## src/rtl/flash_wp_ctrl.sv

```systemverilog
module flash_wp_ctrl #(
  parameter int T_PP   = 20,
  parameter int T_SE   = 40,
  parameter int T_BE   = 60,
  parameter int T_CE   = 120,
  parameter int T_SW   = 30,
  parameter int T_PUW  = 50,
  parameter int BITS_W = 12
) (
  input  logic              clk,
  input  logic              rst_n,
  input  logic              por,
  input  logic              wp_n,
  input  logic              cmd_end,
  input  logic [7:0]        cmd_op,
  input  logic [23:0]       cmd_addr,
  input  logic [BITS_W-1:0] cmd_bits,
  input  logic [7:0]        cmd_data,
  output logic [7:0]        status,
  output logic              acc,
  output logic              rej,
  output logic              op_go,
  output logic [2:0]        op_kind,
  output logic [23:0]       op_addr
);
  function automatic int imax(input int a, input int b);
    return (a > b) ? a : b;
  endfunction

  localparam int TMAX = imax(imax(imax(T_PP, T_SE), imax(T_BE, T_CE)), T_SW);
  localparam int CW   = imax(1, $clog2(TMAX + 1));
  localparam int IW   = imax(1, $clog2(T_PUW + 1));

  logic          wip, wel, tb, srp, pd, sw_go;
  logic [2:0]    bp;
  logic [7:0]    sw_pend;
  logic [CW-1:0] busy_cnt;
  logic [IW-1:0] inh_cnt;

  assign status = {srp, 1'b0, tb, bp, wel, wip};

  wire inhibit   = inh_cnt != '0;
  wire byte_ok   = cmd_bits[2:0] == 3'd0;
  wire any_prot  = bp[1] | bp[0];
  wire addr_prot = bp[1] | (bp[0] & (tb ? ~cmd_addr[15] : cmd_addr[15]));
  wire wr_ok     = wel & ~inhibit;
  wire locked    = srp & ~wp_n;

  logic          ok, is_mem, is_sw;
  logic [2:0]    kind;
  logic [CW-1:0] dur;

  always_comb begin
    ok = 1'b0; is_mem = 1'b0; is_sw = 1'b0; kind = 3'd0; dur = '0;
    case (cmd_op)
      8'h05, 8'h03, 8'h0B, 8'h3B, 8'hBB, 8'h4B, 8'h90, 8'h9F,
      8'hAB, 8'hB9, 8'h04: ok = 1'b1;
      8'h06: ok = ~inhibit;
      8'h01: begin
        is_sw = 1'b1; dur = CW'(T_SW - 1);
        ok = wr_ok & ~locked & (cmd_bits == BITS_W'(16) || cmd_bits == BITS_W'(24));
      end
      8'h02: begin
        is_mem = 1'b1; kind = 3'd0; dur = CW'(T_PP - 1);
        ok = wr_ok & byte_ok & (cmd_bits >= BITS_W'(40)) & ~addr_prot;
      end
      8'h20, 8'h52: begin
        is_mem = 1'b1; kind = (cmd_op == 8'h20) ? 3'd1 : 3'd2;
        dur = (cmd_op == 8'h20) ? CW'(T_SE - 1) : CW'(T_BE - 1);
        ok = wr_ok & byte_ok & (cmd_bits >= BITS_W'(32)) & ~addr_prot;
      end
      8'hD8: begin
        is_mem = 1'b1; kind = 3'd3; dur = CW'(T_BE - 1);
        ok = wr_ok & byte_ok & (cmd_bits >= BITS_W'(32)) & ~any_prot;
      end
      8'hC7, 8'h60: begin
        is_mem = 1'b1; kind = 3'd4; dur = CW'(T_CE - 1);
        ok = wr_ok & byte_ok & (cmd_bits >= BITS_W'(8)) & ~any_prot;
      end
      default: ok = 1'b0;
    endcase
    if (pd)       ok = (cmd_op == 8'hAB);
    else if (wip) ok = (cmd_op == 8'h05);
  end

  always_ff @(posedge clk or negedge rst_n) begin
    if (!rst_n) begin
      wip <= 1'b0; wel <= 1'b0; tb <= 1'b0; srp <= 1'b0; pd <= 1'b0;
      bp <= '0; sw_go <= 1'b0; sw_pend <= '0; busy_cnt <= '0;
      inh_cnt <= IW'(T_PUW);
      acc <= 1'b0; rej <= 1'b0; op_go <= 1'b0; op_kind <= '0; op_addr <= '0;
    end else begin
      acc <= 1'b0; rej <= 1'b0; op_go <= 1'b0;
      if (por) begin
        wip <= 1'b0; wel <= 1'b0; pd <= 1'b0; sw_go <= 1'b0;
        busy_cnt <= '0; inh_cnt <= IW'(T_PUW);
      end else begin
        if (inhibit) inh_cnt <= inh_cnt - 1'b1;
        if (wip) begin
          if (busy_cnt == '0) begin
            wip <= 1'b0; wel <= 1'b0; sw_go <= 1'b0;
            if (sw_go) begin
              bp <= sw_pend[4:2]; tb <= sw_pend[5]; srp <= sw_pend[7];
            end
          end else busy_cnt <= busy_cnt - 1'b1;
        end
        if (cmd_end) begin
          acc <= ok; rej <= ~ok;
          if (ok) begin
            case (cmd_op)
              8'h06: wel <= 1'b1;
              8'h04: wel <= 1'b0;
              8'hB9: pd  <= 1'b1;
              8'hAB: pd  <= 1'b0;
              default: ;
            endcase
            if (is_mem | is_sw) begin
              wip <= 1'b1; busy_cnt <= dur;
            end
            if (is_sw) begin
              sw_go <= 1'b1; sw_pend <= cmd_data;
            end
            if (is_mem) begin
              op_go <= 1'b1; op_kind <= kind; op_addr <= cmd_addr;
            end
          end
        end
      end
    end
  end


  acc_rej_excl_chk: assert property (@(posedge clk) disable iff (!rst_n)
    !(acc && rej));

  busy_start_chk: assert property (@(posedge clk) disable iff (!rst_n)
    $rose(wip) |-> acc);

  busy_end_wel_chk: assert property (@(posedge clk) disable iff (!rst_n)
    $fell(wip) |-> !wel);

  go_needs_wel_chk: assert property (@(posedge clk) disable iff (!rst_n)
    op_go |-> $past(wel));

  no_go_when_busy_chk: assert property (@(posedge clk) disable iff (!rst_n)
    $past(wip) |-> !op_go);

  no_go_in_pd_chk: assert property (@(posedge clk) disable iff (!rst_n)
    $past(pd) |-> !op_go);
endmodule

```

## config.mk

```make
export PLATFORM = sky130hd
export DESIGN_NAME = flash_wp_ctrl
export DESIGN_NICKNAME = d
export VERILOG_FILES = /design/src/rtl/flash_wp_ctrl.sv
export SDC_FILE = /design/constraint.sdc
export NUM_CORES = 1
export LEC_CHECK = 0
export BUFFER_PORTS_ARGS = -buffer_cell sky130_fd_sc_hd__buf_2
export CAP_MARGIN = 20
export CORE_ASPECT_RATIO = 0.7
export CORE_MARGIN = 3
export CORE_UTILIZATION = 46
export CTS_BUF_LIST = sky130_fd_sc_hd__clkbuf_16
export DETAILED_ROUTE_END_ITERATION = 12
export PLACE_DENSITY = 0.76
export SLEW_MARGIN = 20
export SYNTH_ARGS = -nofsm -noshare
export SYNTH_HDL_FRONTEND = slang
export SYNTH_SLANG_ARGS = --single-unit
```

## constraint.sdc

```tcl
create_clock -name clk -period 2.2 [get_ports clk]
set_input_delay 0.44 -clock clk [delete_from_list [all_inputs] [get_ports clk]]
set_output_delay 0.44 -clock clk [all_outputs]
set_load 0.02 [all_outputs]
```

==> results.py <==
metrics = {
    "cells_and_area": {
        "final_common_cell": "buf_2",
        "utilization_pct": 69.8,
        "area_delta_synth_final_pct": 44.6,
        "fillCellCount": 437,
        "final_cell_mix": "buf_2 (88), dfrtp_1 (54), buf_4 (51), nor2_1 (20), mux2_1 (15)",
        "nets": 472,
        "final_cells": 495,
        "diodes": 0,
        "drive_gt1_share_pct": 51.8,
    },
    "pwr": {
        "p_switching_uw": 622,
        "power.leakage_uw": 0.00224,
        "power_frac_comb_pct": 9.7,
        "clockPowerShare_pct": 51.8,
        "power_density_nw_per_um2": 636,
        "pwr-share-seq_pct": 38.5,
        "internal-power_uw": 2180,
        "switching_share_pct": 22.2,
        "fin_total_pwr_uw": 2800,
        "ir_drop_mv": 0.498,
    },
    "die": {
        "die_w_um": 103,
        "fp-row-count": 24,
        "core-area_sq_um": 6310,
        "ios": 95,
        "dieArea_sq_um": 7640,
        "start_util_pct": 48.3,
        "die_h_um": 74.1,
    },
    "global_route": {
        "grt_pass1_vias": 2739,
        "grt_pass1_wl_um": 13000,
        "antenna_found_initial": 0,
        "overflow": 0,
        "track_usage_pct": 22.0,
        "grt_max_degree": 58,
    },
    "cts": {
        "root_buffer": "clkbuf_16",
        "numCtsBuffers": 9,
        "cts.sink_count": 57,
        "clk_pin_slew_ns": 0.05,
        "clock_latency_ns": 0.32,
        "cts_buffer_depth": 2,
        "cts_tree": "built",
        "cts.htree.levels": 3,
    },
    "run": {
        "drv_cap": 0,
    },
    "logic_synthesis": {
        "synth_xor_area_share_pct": 2.59,
        "synth_flop_cell": "dfrtp_1",
        "seq_area_frac_synth_pct": 47.0,
        "syn_inst": 272,
        "async_reset_ff_share_pct": 100,
        "ys_types": 63,
        "synth_seq_cells": 57,
        "synth_edf_count": 0,
        "synth.avg_cell_area_sq_um": 11.2,
        "synthAdderAreaFrac_pct": 1.23,
        "synth_warnings": 0,
        "synth_area_sq_um": 3040,
        "synth_fp_nets": 332,
        "synthSimpleGateAreaFrac_pct": 19.5,
        "synth_mux_area_share_pct": 13.7,
        "synth_top_family_by_area": "simple AND/OR/NAND/NOR gates",
        "synth_compound_area_share_pct": 11.3,
    },
    "worst_setup_path": {
        "critPathArrivalTime_ns": 2.59,
        "critPathMaxFanout": 6,
        "crit_family": "simple AND/OR/NAND/NOR gates",
        "required_ns": 2.40,
        "critical_path.slowest_cell": "or4_4",
        "cp_common_cell": "buf_6",
        "start_kind": "input pin",
        "max_stage_delay_ns": 0.56,
        "cp_num_buf_inv": 2,
        "critPathKind": "input pin to flop",
        "path_cells": "buf_6, or4_4, nor4b_4, a32oi_2, o21ai_4, a31oi_4, nor4_4, buf_6, mux2_4",
        "crit_path_end_kind": "flop",
    },
    "timing": {
        "skew_ns": 0.0103,
        "fmax_mhz": 418,
        "setup_viol": 40,
        "hold_viol_final": 0,
        "rsz0062_at_grt": "true",
        "final_max_slew_viol_count": 0,
        "period_minus_slack_ns": 2.39,
        "fin_crit_sh_pct": 109,
        "fin_ws_ns": -0.190,
    },
    "route": {
        "finalWirelength_um": 8380,
        "top_layer": "met4",
        "wl_per_cell_um": 16.9,
        "wl_met2_um": 4160,
        "ant_nets": 0,
        "met1Wirelength_um": 3510,
        "wl_met3_um": 601,
        "first_pass_iters": 4,
        "routed_via_density": 5.44,
        "routed-via-count": 2694,
        "drc": 0,
        "first_iter_violations": 149,
    },
    "place": {
        "place_ws_ns": -0.554,
        "io_buffers": 90,
        "place_hpwl_um": 5880,
        "place_congestion": 0.923,
        "dp.cells": 477,
    },
    "run_status": {
        "status": "finished with violations",
        "failed_checks": "setup timing",
    },
    "min_path": {
        "hold_path.class": "input pin to asynchronous set/reset pin",
    },
}
[metal layers]
layer / global-route usage, % / vias up
met5: 0 / -
met4: 5.89 / 0
met3: 5.34 / 10
met2: 35.7 / 109
met1: 29.8 / 1307
li1: - / 1268
[power by group through the flow]
stage	Clock [uW]	Sequential, uW	Combinational [uW]
2_1_floorplan	0	1090	97.5
3_3_place_gp	0	1090	240
3_5_place_dp	0	1090	246
4_1_cts	1470	1070	255
6_report	1450	1080	271
5_1_grt	1530	1080	297
[worst paths after layout]
kind                               end  slack (ns)  cells past startpoint        start
setup / recovery            sw_pend[3]       -0.19                      9    cmd_op[2]
hold / removal              sw_pend[4]        0.11                      2        rst_n
setup reg to reg            sw_pend[3]       -0.09                     10          wel
hold reg to reg            op_addr[22]        0.48                      1  op_addr[22]
max in group asynchronous   inh_cnt[4]        1.78                      2        rst_n
min in group clk            op_addr[2]        0.34                      2  cmd_addr[2]
[Yosys cell counts, types with 3 or more instances]
master | count | area (sq um)
o31ai_1 | 3 | 22.5
mux2_2 | 17 | 191
dfstp_2 | 3 | 78.8
nor4b_1 | 4 | 35.0
nand3b_1 | 7 | 52.6
xnor2_1 | 3 | 26.3
nand3_1 | 11 | 55.1
xor2_1 | 6 | 52.6
dfrtp_1 | 54 | 1350
a21oi_1 | 10 | 50.1
clkbuf_1 | 5 | 18.8
inv_1 | 9 | 33.8
nor2_1 | 21 | 78.8
nand2_1 | 11 | 41.3
or3_1 | 4 | 25.0
buf_6 | 3 | 33.8
nand2b_1 | 4 | 25.0
ha_1 | 3 | 37.5
o21ai_0 | 7 | 35.0
buf_4 | 5 | 37.5
nor3_1 | 8 | 40.0
mux2_1 | 19 | 214
and2_1 | 5 | 31.3
[cell type report]
type / count / area, sq um / area share [%]
Timing Repair Buffer: 145 / 908 / 20.6
Inverter: 9 / 33.8 / 0.768
Multi-Input combinational cell: 190 / 1620 / 36.8
Clock inverter: 7 / 86.3 / 1.96
Clock buffer: 9 / 225 / 5.12
Sequential cell: 57 / 1430 / 32.5
Tap cell: 78 / 97.6 / 2.22
[flip-flops by register name, summed over array words and instances, names as in the netlist, 3 cells and up]
signal and cells:
bp 3, busy_cnt 7, inh_cnt 6, op_addr 24, op_kind 3, sw_pend 5
[kinds of logic after synthesis]
logic type | Yosys count
mux | 37
fa+ha+maj | 3
flops | 57
simple gates | 97
buf+inv | 25
other cells | 1
compound gates | 43
xor+xnor | 9
[worst reg2reg max path, cell delays in order (launching register included)]
cell and delay (ns):
dfrtp_1 0.34, nor4b_1 0.23, buf_4 0.16, nand4b_1 0.15
buf_4 0.18, nor3_2 0.14, buf_4 0.16, a31oi_4 0.10
nor4_4 0.24, buf_6 0.18, mux2_4 0.30
[metrics by stage]
step                cell area [sq um]  TNS (ns)  hold slack [ns]
finish                           4400     -5.25            0.109
global route                     4400     -8.29            0.130
CTS                              4280     -4.93            0.123
detailed placement               3920    -21.84            0.464
global placement                 3920    -19.40            0.460
floorplan                        3050    -17.00            0.144
[timing repair]
item	4_1_cts	5_1_grt
hold buffers	0	0
buffers inserted	1	1
setup endpoints to repair	45	45
resized for setup	9	25
pin swaps	5	1
No activity file was read; power rests on OpenSTA's default activity.
